**src/rtl/miss_pkg.sv**
```systemverilog
`timescale 1ns/1ps
package miss_pkg;

    parameter int ADDR_W = 16;
    parameter int SYM_W  = 8;
    parameter int NSYM   = 4;
    parameter int BC_W   = 3;
    parameter int DLY_W  = 4;
    parameter int TID_W  = 4;
    localparam int DATA_W = SYM_W * NSYM;

    typedef struct packed {
        logic              wr;
        logic              wrap;
        logic [ADDR_W-1:0] addr;
        logic [NSYM-1:0]   be;
        logic [BC_W-1:0]   burst;
        logic [DLY_W-1:0]  init_dly;
        logic [DLY_W-1:0]  idle_dly;
    } cmd_t;

    typedef enum logic [1:0] {
        ST_IDLE = 2'd0,
        ST_INIT = 2'd1,
        ST_XFER = 2'd2,
        ST_GAP  = 2'd3
    } state_e;

    // Burst field of zero behaves as a single word.
    function automatic logic [BC_W-1:0] eff_burst(input logic [BC_W-1:0] b);
        return (b == '0) ? BC_W'(1) : b;
    endfunction

    // Next word address; in wrap mode only the bits under wmask move.
    function automatic logic [ADDR_W-1:0] next_addr(
        input logic [ADDR_W-1:0] a,
        input logic              wrap,
        input logic [ADDR_W-1:0] wmask
    );
        logic [ADDR_W-1:0] inc;
        inc = a + ADDR_W'(NSYM);
        return wrap ? ((a & ~wmask) | (inc & wmask)) : inc;
    endfunction

endpackage

```
**src/rtl/miss_fifo.sv**
```systemverilog
`timescale 1ns/1ps
module miss_fifo #(
    parameter int W     = 8,
    parameter int DEPTH = 4
) (
    input  logic         clk,
    input  logic         rst,
    input  logic         push,
    input  logic [W-1:0] din,
    input  logic         pop,
    output logic [W-1:0] dout,
    output logic         full,
    output logic         empty
);
    localparam int PW = (DEPTH > 1) ? $clog2(DEPTH) : 1;

    logic [W-1:0]  mem [DEPTH];
    logic [PW-1:0] wp, rp;
    logic [PW:0]   cnt;
    logic          do_push, do_pop;

    assign full    = (cnt == (PW+1)'(DEPTH));
    assign empty   = (cnt == '0);
    assign do_push = push && !full;
    assign do_pop  = pop && !empty;
    assign dout    = mem[rp];

    always_ff @(posedge clk) begin
        if (do_push) mem[wp] <= din;
    end

    always_ff @(posedge clk) begin
        if (rst) begin
            wp  <= '0;
            rp  <= '0;
            cnt <= '0;
        end else begin
            if (do_push) wp <= (wp == PW'(DEPTH-1)) ? '0 : wp + 1'b1;
            if (do_pop)  rp <= (rp == PW'(DEPTH-1)) ? '0 : rp + 1'b1;
            case ({do_push, do_pop})
                2'b10:   cnt <= cnt + 1'b1;
                2'b01:   cnt <= cnt - 1'b1;
                default: cnt <= cnt;
            endcase
        end
    end
endmodule

```
**src/rtl/miss_down_cnt.sv**
```systemverilog
`timescale 1ns/1ps
module miss_down_cnt #(
    parameter int W = 4
) (
    input  logic         clk,
    input  logic         rst,
    input  logic         load,
    input  logic [W-1:0] load_val,
    input  logic         dec,
    output logic         zero
);
    logic [W-1:0] val;

    assign zero = (val == '0);

    always_ff @(posedge clk) begin
        if (rst)              val <= '0;
        else if (load)        val <= load_val;
        else if (dec && !zero) val <= val - 1'b1;
    end
endmodule

```
**src/rtl/miss_issuer.sv**
```systemverilog
`timescale 1ns/1ps
module miss_issuer
    import miss_pkg::*;
#(
    parameter int CMD_DEPTH   = 4,
    parameter int WD_DEPTH    = 8,
    parameter int LINE_WORDS  = 4,
    parameter bit USE_WAITREQ = 1'b1,
    parameter int RD_WAIT     = 2,
    parameter int WR_WAIT     = 3
) (
    input  logic              clk,
    input  logic              rst,
    input  logic              cmd_push,
    input  logic              cmd_write,
    input  logic              cmd_wrap,
    input  logic [ADDR_W-1:0] cmd_addr,
    input  logic [NSYM-1:0]   cmd_be,
    input  logic [BC_W-1:0]   cmd_burst,
    input  logic [DLY_W-1:0]  cmd_init,
    input  logic [DLY_W-1:0]  cmd_idle,
    output logic              cmd_full,
    input  logic              wd_push,
    input  logic [DATA_W-1:0] wd_data,
    output logic              wd_full,
    output logic              bus_read,
    output logic              bus_write,
    output logic [ADDR_W-1:0] bus_addr,
    output logic [NSYM-1:0]   bus_be,
    output logic [BC_W-1:0]   bus_burstcount,
    output logic [DATA_W-1:0] bus_wdata,
    input  logic              bus_waitreq,
    output logic              issued,
    output logic [TID_W-1:0]  txn_id
);
    localparam int CMD_W = $bits(cmd_t);
    localparam logic [ADDR_W-1:0] LINE_MASK = ADDR_W'(LINE_WORDS * NSYM - 1);

    cmd_t              in_cmd, head, cur;
    state_e            state, state_nx;
    logic              cmd_empty, wd_empty;
    logic              cmd_pop, present, stall, accept, last;
    logic [ADDR_W-1:0] addr_q;
    logic [BC_W-1:0]   beats_left;
    logic              first_q;
    logic [TID_W-1:0]  tid_q;
    logic              ph_load, ph_dec, ph_zero;
    logic [DLY_W-1:0]  ph_val;

    assign in_cmd = '{wr: cmd_write, wrap: cmd_wrap, addr: cmd_addr, be: cmd_be,
                      burst: cmd_burst, init_dly: cmd_init, idle_dly: cmd_idle};

    miss_fifo #(.W(CMD_W), .DEPTH(CMD_DEPTH)) u_cmdq (
        .clk(clk), .rst(rst), .push(cmd_push), .din(in_cmd), .pop(cmd_pop),
        .dout(head), .full(cmd_full), .empty(cmd_empty)
    );

    miss_fifo #(.W(DATA_W), .DEPTH(WD_DEPTH)) u_wdq (
        .clk(clk), .rst(rst), .push(wd_push), .din(wd_data), .pop(accept && cur.wr),
        .dout(bus_wdata), .full(wd_full), .empty(wd_empty)
    );

    // Handshake for the current transfer.
    assign cmd_pop = (state == ST_IDLE) && !cmd_empty;
    assign present = (state == ST_XFER) && (!cur.wr || !wd_empty);
    assign accept  = present && !stall;
    assign last    = accept && (beats_left == BC_W'(1));

    generate
        if (USE_WAITREQ) begin : g_ext_wait
            assign stall = bus_waitreq;
        end else begin : g_fixed_wait
            localparam int WMAX = (RD_WAIT > WR_WAIT) ? RD_WAIT : WR_WAIT;
            localparam int WW   = $clog2(WMAX + 1) + 1;
            logic [WW-1:0] wcnt, wlim;
            assign wlim  = cur.wr ? WW'(WR_WAIT) : WW'(RD_WAIT);
            assign stall = (wcnt < wlim);
            always_ff @(posedge clk) begin
                if (rst || cmd_pop || accept) wcnt <= '0;
                else if (present && stall)    wcnt <= wcnt + 1'b1;
            end
        end
    endgenerate

    // Shared counter for the pre-issue delay and the post-command gap.
    assign ph_load = (cmd_pop && (head.init_dly != '0)) || (last && (cur.idle_dly != '0));
    assign ph_val  = cmd_pop ? (head.init_dly - 1'b1) : (cur.idle_dly - 1'b1);
    assign ph_dec  = (state == ST_INIT) || (state == ST_GAP);

    miss_down_cnt #(.W(DLY_W)) u_phase (
        .clk(clk), .rst(rst), .load(ph_load), .load_val(ph_val),
        .dec(ph_dec), .zero(ph_zero)
    );

    always_comb begin
        state_nx = state;
        case (state)
            ST_IDLE: if (cmd_pop) state_nx = (head.init_dly == '0) ? ST_XFER : ST_INIT;
            ST_INIT: if (ph_zero) state_nx = ST_XFER;
            ST_XFER: if (last)    state_nx = (cur.idle_dly == '0) ? ST_IDLE : ST_GAP;
            ST_GAP:  if (ph_zero) state_nx = ST_IDLE;
            default: state_nx = ST_IDLE;
        endcase
    end

    always_ff @(posedge clk) begin
        if (rst) begin
            state      <= ST_IDLE;
            cur        <= '0;
            addr_q     <= '0;
            beats_left <= '0;
            first_q    <= 1'b0;
            tid_q      <= '0;
        end else begin
            state <= state_nx;
            if (cmd_pop) begin
                cur        <= head;
                addr_q     <= head.addr;
                beats_left <= eff_burst(head.burst);
                first_q    <= 1'b1;
            end else begin
                if (present) first_q <= 1'b0;
                if (accept) begin
                    addr_q     <= next_addr(addr_q, cur.wrap, LINE_MASK);
                    beats_left <= beats_left - 1'b1;
                end
                if (last) tid_q <= tid_q + 1'b1;
            end
        end
    end

    assign bus_read       = present && !cur.wr;
    assign bus_write      = present && cur.wr;
    assign bus_addr       = addr_q;
    assign bus_be         = cur.be;
    assign bus_burstcount = eff_burst(cur.burst);
    assign issued         = present && first_q;
    assign txn_id         = tid_q;
endmodule

```
**config.mk**
```make
export PLATFORM = sky130hd
export DESIGN_NAME = miss_issuer
export DESIGN_NICKNAME = d
export VERILOG_FILES = /design/src/rtl/miss_pkg.sv /design/src/rtl/miss_fifo.sv /design/src/rtl/miss_down_cnt.sv /design/src/rtl/miss_issuer.sv
export SDC_FILE = /design/constraint.sdc
export NUM_CORES = 1
export LEC_CHECK = 0
export BUFFER_PORTS_ARGS = -buffer_cell sky130_fd_sc_hd__buf_4
export CORE_UTILIZATION = 40
export DETAILED_ROUTE_END_ITERATION = 7
export PLACE_DENSITY = 0.66
export SLEW_MARGIN = 25
export SYNTH_ARGS = -nofsm -noshare
export SYNTH_HDL_FRONTEND = slang
export SYNTH_SLANG_ARGS = --single-unit
```
**constraint.sdc**
```tcl
create_clock -name clk -period 5.5 [get_ports clk]
set_input_delay 0.275 -clock clk [delete_from_list [all_inputs] [get_ports clk]]
set_output_delay 0.275 -clock clk [all_outputs]
set_load 0.02 [all_outputs]
```
==> results.sh <==
export IMPL_synth_most_common_cell="edfxtp_1"
export IMPL_leakagePower_nw=7.12
export IMPL_hpwl_um=20000
export IMPL_finalCritPeriodShare_pct=58.1
export IMPL_fin_cells=1790
export IMPL_port_buffers=133
export IMPL_ant_nets=0
export IMPL_setup_viol=0
export IMPL_dr_wl_met3_um=1790
export IMPL_dp_slack_ns=2.36
export IMPL_cp_slowest_cell="dfxtp_4"
export IMPL_htree_levels=2
export IMPL_worst_path_most_repeated_cell="buf_4"
export IMPL_cpPeakStageDelay_ns=0.61
export IMPL_power_density_mw_per_mm2=410
export IMPL_status="completed"
export IMPL_clk_pin_slew_ns=0.06
export IMPL_dr_pass1_iters=5
export IMPL_cp_cell_sequence="buf_16 > buf_4 > mux4_2 > mux2_2 > buf_4"
export IMPL_root_buffer="clkbuf_16"
export IMPL_synth_top_area_share_pct=65.7
export IMPL_drive_above_1_share_pct=30.6
export IMPL_numCtsBuffers=47
export IMPL_hold_violations=0
export IMPL_multiInputGateArea_mm2=0.00453
export IMPL_setup_tns_ns=0
export IMPL_ys_types=63
export IMPL_clock_skew_ns=0.00892
export IMPL_path_class="reg -> out"
export IMPL_met1Wirelength_um=14500
export IMPL_synth_edf_count=388
export IMPL_placed_cells=1640
export IMPL_dieArea_mm2=0.0452
export IMPL_ir_worst_vdd_v=0.000339
export IMPL_ys_flop_type="edfxtp_1"
export IMPL_crit_arrival_ns=2.92
export IMPL_cts_path_max_buffers=3
export IMPL_power_mw=8.84
export IMPL_ys_ff_latch=453
export IMPL_design_area_mm2=0.0216
export IMPL_max_freq_ghz=0.313
export IMPL_highest_layer="met5"
export IMPL_cp_max_fo=28
export IMPL_tritoncts="done"
export IMPL_synth_largest_area_cell="edfxtp_1"
export IMPL_vias=9165
export IMPL_grt_first_pass_wirelength_um=53300
export IMPL_final_max_slew_viol_count=0
export IMPL_die_x_um=213
export IMPL_cp_data_required_time_ns=5.22
export IMPL_area_growth_pct=21.6
export IMPL_coreArea_mm2=0.0434
export IMPL_grt_start_max_net_pins=58
export IMPL_synthTopCellsByArea="edfxtp_1 (66%), mux4_2 (12%), dfxtp_1 (7.3%), mux2_2 (2.1%), a21oi_1 (1.3%)"
export IMPL_critPathBufInv=3
export IMPL_netlist_area_mm2=0.0177
export IMPL_first_global_vias=9527
export IMPL_wl_um=34700
export IMPL_wl_per_cell_um=19.4
export IMPL_antenna_found_initial=2
export IMPL_wl_met2_um=17600
export IMPL_synthTopCellsByCount="edfxtp_1 (388), mux4_2 (95), dfxtp_1 (65)"
export IMPL_die_y_um=213
export IMPL_place_congestion=0.782
export IMPL_nNetsFinal=1259
export IMPL_worst_pin_slew_ns=1.02
export IMPL_clock_sinks=453
export IMPL_setup_slack_ns=2.31
export IMPL_drtIter0Drc=517
export IMPL_row_count=76
export IMPL_overflow=0
export IMPL_ios=134
export IMPL_grt_total_usage_pct=15.6
export IMPL_seq_area_mm2=0.0130
export IMPL_clk_latency_ns=0.56
export IMPL_synthesis_nets=1042
export IMPL_final_core_util_pct=49.7
export IMPL_hold_path_class="in -> reg"
export IMPL_yosysWarnings=0
export IMPL_placed_area_mm2=0.0194
export IMPL_min_period_ns=3.19
export IMPL_critPathLaunchType="flip-flop"
export IMPL_async_flop_share_pct=0
export IMPL_rsz0062_at_grt="false"
export IMPL_postCtsSetupBuffers=0
export IMPL_slew_headroom_pct=31.7
export IMPL_synth_area_per_cell_um2=18.6
export IMPL_cp_end_kind="output port"
export IMPL_cap_viol_max_count=0
export IMPL_n_fill_cell=3596
export IMPL_synth_seq_area_share_pct=73.1
export IMPL_route_detailed_drc=0
export IMPL_netlist_instances=953
export IMPL_start_util_pct=40.9
export IMPL_worst_hold_slack_ns=0.167
export IMPL_avgViaCountPerCell=5.12
export IMPL_crit_family="buffers and inverters"
-- worst paths after layout --
check | from | end | slack (ns) | cells past startpoint
worst max-delay path | flip-flop | bus_wdata[13] | 2.31 | 5
worst min-delay path | bus_waitreq | bus_addr[3] | 0.17 | 4
worst max register to register | state[0] | u_cmdq.cnt[2] | 2.32 | 10
worst min register to register | bus_be[0] | bus_be[0] | 0.46 | 2
-- cells in the final DEF, fill, tap and decap left out, drive strengths merged, types with 5 or more instances in the layout --
cell / instances
mux4: 97
xor2: 9
clkbuf: 57
edfxtp: 388
dlygate4sd3: 65
ha: 18
mux2: 35
mux2i: 6
a211oi: 7
dfxtp: 65
inv: 19
o21ai: 13
nor3: 15
nor2: 38
buf: 154
a21oi: 47
or3: 6
nand3: 10
clkinv: 16
nand2: 56
xnor2: 5
nor4: 7
-- cells by family (layout without fill, tap and decap cells) --
logic type	after synthesis	after routing	synth area share, %
flip-flops	453	453	73.1
AND/OR/NAND/NOR	161	161	4.42
multiplexers	138	138	14.9
AO/OA/AOI/OAI	102	102	3.86
buffers and inverters	66	317	1.67
adder cells (fa/ha/maj)	19	19	1.38
XOR/XNOR	14	14	0.692
other	0	1	0
-- sequential cells by signal (all words and copies together) (netlist names), 4 cells and up, named ones only --
register / cells
u_wdq.mem: 256
u_cmdq.mem: 132
bus_addr: 16
cur: 9
bus_be: 4
txn_id: 4
u_phase.val: 4
u_wdq.cnt: 4
-- routing by layer --
| metal | vias up | global-route usage [%] |
|---|---|---|
| met3 | 54 | 3.47 |
| met4 | 2 | 5.28 |
| li1 | 4257 | - |
| met1 | 4639 | 19.0 |
| met2 | 213 | 27.3 |
| met5 | - | 0 |
-- worst min-delay path, stage by stage --
cell	delay (ns)
buf_4	0.13
a211oi_2	0.11
nand2_1	0.09
a311oi_1	0.07
-- layout make-up --
class	count	area share, %
sequential	453	60.1
multi-input combinational	434	21.0
timing repair buffer	219	8.47
clock buffer	57	5.67
tap	585	3.39
clock inverter	26	1.06
inverter	15	0.261
antenna	1	0.0116
-- power breakdown --
part           leakage (nW)  internal, mW  switching (mW)
logic                  2.34         0.690           0.963
clock network         0.705          1.73            1.27
registers              4.07          4.00           0.191
-- what timing repair did --
| action | CTS | global route |
|---|---|---|
| hold buffers | 65 | 0 |
| hold endpoints to repair | 388 | 0 |
| gates resized for setup | 0 | 0 |
(Power assumes the default switching activity.)
